<file path="config.mk">
export PLATFORM = sky130hd
export DESIGN_NAME = twin_tick_counter
export DESIGN_NICKNAME = d
export VERILOG_FILES = /design/src/rtl/ttc_pkg.sv /design/src/rtl/ttc_pin_sampler.sv /design/src/rtl/ttc_channel.sv /design/src/rtl/twin_tick_counter.sv
export SDC_FILE = /design/constraint.sdc
export NUM_CORES = 1
export LEC_CHECK = 0
export CAP_MARGIN = 5
export CORE_ASPECT_RATIO = 0.9
export CORE_MARGIN = 2
export CORE_UTILIZATION = 30
export CTS_CLUSTER_DIAMETER = 120
export DETAILED_ROUTE_END_ITERATION = 8
export GPL_ROUTABILITY_DRIVEN = 0
export MAX_ROUTING_LAYER = met4
export PLACE_DENSITY = 0.45
export SYNTH_ARGS = -nofsm -noshare
export SYNTH_HDL_FRONTEND = slang
export SYNTH_HIERARCHICAL = 1
export SYNTH_SLANG_ARGS = --single-unit
</file>
<file path="constraint.sdc">
create_clock -name clk -period 2.7 [get_ports clk]
set_clock_uncertainty 0.1 [all_clocks]
set_input_delay 0.675 -clock clk [delete_from_list [all_inputs] [get_ports clk]]
set_output_delay 0.675 -clock clk [all_outputs]
set_load 0.05 [all_outputs]
</file>
<file path="src/rtl/ttc_pkg.sv">
package ttc_pkg;
  typedef enum logic [1:0] {
    MD_PRESCALED = 2'b00,
    MD_CASCADE   = 2'b01,
    MD_RELOAD    = 2'b10,
    MD_SPLIT     = 2'b11
  } ttc_mode_e;

  typedef struct packed {
    logic      gate;
    logic      ext;
    ttc_mode_e mode;
  } ttc_cfg_t;

  localparam int unsigned ADDR_W  = 3;
  localparam int unsigned NUM_CH  = 2;
  localparam int unsigned CFG_W   = 4;
  localparam logic [ADDR_W-1:0] A_CTRL = 3'd0;
  localparam logic [ADDR_W-1:0] A_CFG  = 3'd1;
  localparam logic [ADDR_W-1:0] A_LO0  = 3'd2;
  localparam logic [ADDR_W-1:0] A_HI0  = 3'd3;
  localparam logic [ADDR_W-1:0] A_LO1  = 3'd4;
  localparam logic [ADDR_W-1:0] A_HI1  = 3'd5;
  localparam int unsigned RUN_BIT0  = 4;
  localparam int unsigned FLAG_BIT0 = 5;
endpackage

</file>
<file path="src/rtl/ttc_pin_sampler.sv">
module ttc_pin_sampler (
  input  logic clk,
  input  logic rst,
  input  logic tick,
  input  logic pin,
  output logic fall
);
  logic now_q;
  logic old_q;

  always_ff @(posedge clk) begin
    if (rst) begin
      now_q <= 1'b0;
      old_q <= 1'b0;
    end else if (tick) begin
      now_q <= pin;
      old_q <= now_q;
    end
  end

  assign fall = tick & old_q & ~now_q;
endmodule

</file>
<file path="src/rtl/ttc_channel.sv">
module ttc_channel
  import ttc_pkg::*;
#(
  parameter int unsigned BYTE_W = 8,
  parameter int unsigned PRE_W  = 5
) (
  input  logic              clk,
  input  logic              rst,
  input  ttc_mode_e         mode,
  input  logic              inc_main,
  input  logic              inc_aux,
  input  logic              wr_lo,
  input  logic              wr_hi,
  input  logic [BYTE_W-1:0] wdata,
  output logic [BYTE_W-1:0] lo,
  output logic [BYTE_W-1:0] hi,
  output logic              ovf_main,
  output logic              ovf_aux
);
  localparam int unsigned PW = BYTE_W + PRE_W;
  localparam int unsigned CW = 2 * BYTE_W;
  localparam logic [BYTE_W-1:0] ONE_B = BYTE_W'(1);

  logic [BYTE_W-1:0] lo_q, hi_q, lo_d, hi_d;
  logic [PW-1:0]     pre_sum;
  logic [CW-1:0]     cas_sum;

  always_comb begin
    lo_d     = lo_q;
    hi_d     = hi_q;
    ovf_main = 1'b0;
    ovf_aux  = 1'b0;
    pre_sum  = {hi_q, lo_q[PRE_W-1:0]} + PW'(1);
    cas_sum  = {hi_q, lo_q} + CW'(1);
    if (inc_main) begin
      unique case (mode)
        MD_PRESCALED: begin
          lo_d[PRE_W-1:0] = pre_sum[PRE_W-1:0];
          hi_d            = pre_sum[PW-1:PRE_W];
          ovf_main        = &{hi_q, lo_q[PRE_W-1:0]};
        end
        MD_CASCADE: begin
          {hi_d, lo_d} = cas_sum;
          ovf_main     = &{hi_q, lo_q};
        end
        MD_RELOAD: begin
          if (&lo_q) begin
            lo_d     = hi_q;
            ovf_main = 1'b1;
          end else begin
            lo_d = lo_q + ONE_B;
          end
        end
        default: begin
          lo_d     = lo_q + ONE_B;
          ovf_main = &lo_q;
        end
      endcase
    end
    if (inc_aux && (mode == MD_SPLIT)) begin
      hi_d    = hi_q + ONE_B;
      ovf_aux = &hi_q;
    end
    if (wr_lo) lo_d = wdata;
    if (wr_hi) hi_d = wdata;
  end

  always_ff @(posedge clk) begin
    if (rst) begin
      lo_q <= '0;
      hi_q <= '0;
    end else begin
      lo_q <= lo_d;
      hi_q <= hi_d;
    end
  end

  assign lo = lo_q;
  assign hi = hi_q;
endmodule

</file>
<file path="src/rtl/twin_tick_counter.sv">
module twin_tick_counter
  import ttc_pkg::*;
#(
  parameter int unsigned BYTE_W = 8,
  parameter int unsigned PRE_W  = 5
) (
  input  logic              clk,
  input  logic              rst,
  input  logic              tick_en,
  input  logic [1:0]        cnt_pin,
  input  logic [1:0]        gate_pin,
  input  logic [1:0]        irq_ack,
  input  logic              wr_en,
  input  logic [2:0]        addr,
  input  logic [BYTE_W-1:0] wdata,
  output logic [BYTE_W-1:0] rdata,
  output logic [1:0]        ovf_flag
);
  localparam int unsigned MODE_W = NUM_CH * CFG_W;

  logic [MODE_W-1:0] mode_q;
  logic [NUM_CH-1:0] run_q, flag_q, flag_set;
  logic [NUM_CH-1:0] fall, open, src, inc_main, inc_aux, ovf_main, ovf_aux;
  logic [NUM_CH-1:0] wr_lo, wr_hi;
  logic [BYTE_W-1:0] cnt_lo [NUM_CH];
  logic [BYTE_W-1:0] cnt_hi [NUM_CH];
  ttc_cfg_t          cfg    [NUM_CH];
  logic              wr_ctrl, split0;
  logic [BYTE_W-1:0] rd_d;

  assign wr_ctrl = wr_en && (addr == A_CTRL);
  assign split0  = (cfg[0].mode == MD_SPLIT);

  for (genvar i = 0; i < NUM_CH; i++) begin : g_ch
    assign cfg[i]  = ttc_cfg_t'(mode_q[CFG_W*i +: CFG_W]);
    assign open[i] = run_q[i] & (~cfg[i].gate | gate_pin[i]);
    assign src[i]  = cfg[i].ext ? fall[i] : tick_en;
    assign wr_lo[i] = wr_en && (addr == A_LO0 + ADDR_W'(2*i));
    assign wr_hi[i] = wr_en && (addr == A_HI0 + ADDR_W'(2*i));

    ttc_pin_sampler u_smp (
      .clk  (clk),
      .rst  (rst),
      .tick (tick_en),
      .pin  (cnt_pin[i]),
      .fall (fall[i])
    );

    ttc_channel #(.BYTE_W(BYTE_W), .PRE_W(PRE_W)) u_chan (
      .clk      (clk),
      .rst      (rst),
      .mode     (cfg[i].mode),
      .inc_main (inc_main[i]),
      .inc_aux  (inc_aux[i]),
      .wr_lo    (wr_lo[i]),
      .wr_hi    (wr_hi[i]),
      .wdata    (wdata),
      .lo       (cnt_lo[i]),
      .hi       (cnt_hi[i]),
      .ovf_main (ovf_main[i]),
      .ovf_aux  (ovf_aux[i])
    );
  end

  // Channel 1 halts in split shape; channel 0 high byte borrows run bit 1.
  assign inc_main[0] = open[0] & src[0];
  assign inc_main[1] = open[1] & src[1] & (cfg[1].mode != MD_SPLIT);
  assign inc_aux[0]  = tick_en & run_q[1];
  assign inc_aux[1]  = 1'b0;

  assign flag_set[0] = ovf_main[0];
  assign flag_set[1] = split0 ? ovf_aux[0] : ovf_main[1];

  always_ff @(posedge clk) begin
    if (rst) begin
      mode_q <= '0;
      run_q  <= '0;
      flag_q <= '0;
    end else begin
      if (wr_en && (addr == A_CFG)) mode_q <= wdata[MODE_W-1:0];
      for (int i = 0; i < NUM_CH; i++) begin
        if (wr_ctrl) run_q[i] <= wdata[RUN_BIT0 + 2*i];
        if (flag_set[i])      flag_q[i] <= 1'b1;
        else if (wr_ctrl)     flag_q[i] <= wdata[FLAG_BIT0 + 2*i];
        else if (irq_ack[i])  flag_q[i] <= 1'b0;
      end
    end
  end

  always_comb begin
    rd_d = '0;
    unique case (addr)
      A_CTRL: begin
        for (int i = 0; i < NUM_CH; i++) begin
          rd_d[RUN_BIT0 + 2*i]  = run_q[i];
          rd_d[FLAG_BIT0 + 2*i] = flag_q[i];
        end
      end
      A_CFG:   rd_d[MODE_W-1:0] = mode_q;
      A_LO0:   rd_d = cnt_lo[0];
      A_HI0:   rd_d = cnt_hi[0];
      A_LO1:   rd_d = cnt_lo[1];
      A_HI1:   rd_d = cnt_hi[1];
      default: rd_d = '0;
    endcase
  end

  always_ff @(posedge clk) begin
    if (rst) rdata <= '0;
    else     rdata <= rd_d;
  end

  assign ovf_flag = flag_q;
endmodule

</file>
==> results.sh <==
export IMPL_swShare_pct=29.91
export IMPL_fp_row_count=41
export IMPL_n_fill_cell=1456
export IMPL_grt_pass1_wl_mm=23.16
export IMPL_mostFrequentLayoutCell="dfxtp_1"
export IMPL_start_kind="input port"
export IMPL_switchingPower_uw=587.3
export IMPL_cp_cell_sequence="clkdlybuf4s50_1 > inv_1 > a222oi_1 > o211a_1 > o21ai_4 > a21oi_2 > nand2b_1 > or4_1 > a31oi_1"
export IMPL_relSlewSlack_pct=53.38
export IMPL_yosysWarningCount=6
export IMPL_drcViolationCount=0
export IMPL_max_cap_violations=0
export IMPL_cts_buffer_depth=2
export IMPL_dr_max_layer_used="met4"
export IMPL_power_mw=1.964
export IMPL_portBuffers=30
export IMPL_first_pass_iters=5
export IMPL_wl_per_cell_um=19.42
export IMPL_vias_per_cell=5.460
export IMPL_dieArea_um2=15050
export IMPL_finalCriticalPeriod_ns=2.566
export IMPL_netlist_area_um2=4225
export IMPL_fmaxAchievable_mhz=389.7
export IMPL_die_y_um=116.6
export IMPL_setup_ws_ns=0.1338
export IMPL_place_hpwl_mm=11.50
export IMPL_clk_latency_ns=0.31
export IMPL_pre_cts_ws_ns=-0.4653
export IMPL_core_area_um2=13900
export IMPL_syn2layout_area_growth_pct=23.81
export IMPL_grt_usage_pct=21.15
export IMPL_wl_met1_mm=7.418
export IMPL_cts_tree="done"
export IMPL_routed_wl_met2_mm=6.377
export IMPL_dr_wl_met3_um=933
export IMPL_antenna_found_initial=0
export IMPL_p_leak_nw=1.982
export IMPL_grt_pass1_vias=3889
export IMPL_crit_required_ns=2.83
export IMPL_gr_total_overflow=0
export IMPL_drive_gt1_share_pct=19.52
export IMPL_worst_ep_arrival_time_ns=2.70
export IMPL_p_clk_share_pct=35.9
export IMPL_cp_end_kind="flop"
export IMPL_syn_inst=509
export IMPL_path_clk_slew_ns=0.08
export IMPL_final_setup_viol_count=0
export IMPL_rsz0062_at_grt="no"
export IMPL_via_count=4215
export IMPL_fin_nets=614
export IMPL_internal_power_mw=1.376
export IMPL_path_class="in2reg"
export IMPL_antenna_left=0
export IMPL_clk_root_buffer_cell="clkbuf_16"
export IMPL_cts_htree_levels=2
export IMPL_worst_pin_slew_ns=0.6993
export IMPL_drt_iter0_drc=430
export IMPL_slowest_delay_ns=0.51
export IMPL_grt_max_degree=36
export IMPL_peakVddDrop_v=0.0002648
export IMPL_pwr_share_seq_pct=47.2
export IMPL_wirelength_mm=14.99
export IMPL_status="finished clean"
export IMPL_post_route_period_util_pct=95.05
export IMPL_ios=31
export IMPL_die_w_um=129.1
export IMPL_cts_num_sinks=56
export IMPL_layout_common_cells="dfxtp_1 (56), buf_4 (52), nor2_1 (46), inv_1 (33), a21oi_1 (33)"
export IMPL_hold_violations=0
export IMPL_initial_utilization_pct=30.39
export IMPL_hold_class="reg2reg"
export IMPL_power_density_nw_per_um2=375.4
export IMPL_p_comb_share_pct=16.9
export IMPL_crit_path_top_delay_cell="or4_1"
export IMPL_cts_made_buffers=5
export IMPL_synth_area_per_cell_um2=8.301
export IMPL_crit_fanout=4
export IMPL_num_antenna_cells=0
export IMPL_maxSlewViolCount=0
==> through the flow <==
stage          hold slack, ns  setup TNS, ns  utilization (%)  cell area (um^2)  instances
6_report               0.3957              0            37.63              5231        772
5_1_grt                0.4506              0            37.63              5231        772
4_1_cts                0.4024              0            37.31              5187        770
3_5_place_dp           0.3818         -6.371            36.06              5014        761
3_3_place_gp           0.3661         -6.028            36.06              5014        761
2_1_floorplan          0.3524              0                -              4233        511
==> area by class of cell <==
cell class                 instances  area [um^2]  area share (%)
clock inverter                     2        10.01          0.1913
timing repair buffer              83        699.4           13.37
clock buffer                       6        138.9           2.655
sequential                        56         1121           21.43
multi-input combinational        399         2897           55.37
inverter                          33        123.9           2.368
tap                              193        241.5           4.616
==> routing by layer <==
layer  global-route usage, %  up-vias
met2                   30.58      127
met4                   4.855        0
li1                        -     2049
met3                   3.802       19
met5                       -        -
met1                   30.51     2020
==> final timing paths <==
check / start / endpoint / slack (ns) / depth (start not counted)
max reg2reg: g_ch[1].u_smp/now_q / g_ch[1].u_chan/hi[7] / 0.34 / 9
min reg2reg: g_ch[0].u_smp/old_q / g_ch[0].u_smp/old_q / 0.40 / 2
min: g_ch[0].u_smp/old_q / g_ch[0].u_smp/old_q / 0.40 / 2
max: gate_pin[1] / g_ch[1].u_chan/hi[7] / 0.13 / 9
==> sequential cells by signal (all words and copies together), names as in the netlist <==
name              cells
g_ch.u_chan/hi       16
g_ch.u_chan/lo       16
g_ch.u_smp/now_q      2
g_ch.u_smp/old_q      2
mode_q                8
ovf_flag              2
rdata                 8
run_q                 2
==> power by group through the flow <==
| stage | registers, mW | logic, mW | clock network (mW) |
|---|---|---|---|
| 2_1_floorplan | 0.933 | 0.174 | 0 |
| 3_3_place_gp | 0.945 | 0.323 | 0 |
| 3_5_place_dp | 0.944 | 0.324 | 0 |
| 5_1_grt | 0.933 | 0.359 | 0.754 |
| 4_1_cts | 0.925 | 0.328 | 0.719 |
| 6_report | 0.928 | 0.332 | 0.705 |
==> repair_timing <==
item	in CTS	in global routing
setup buffers	1	2
setup endpoints to repair	8	19
hold buffers	0	0
gates resized for setup	6	8
pin swaps	4	8
hold endpoints to repair	0	0
==> worst max-delay path: cells and delay by family <==
kind | cells | cell delay [ns]
AO/OA/AOI/OAI | 5 | 0.92
buffers and inverters | 2 | 0.50
AND/OR/NAND/NOR | 2 | 0.60
No activity file was read; power rests on OpenSTA's default activity.
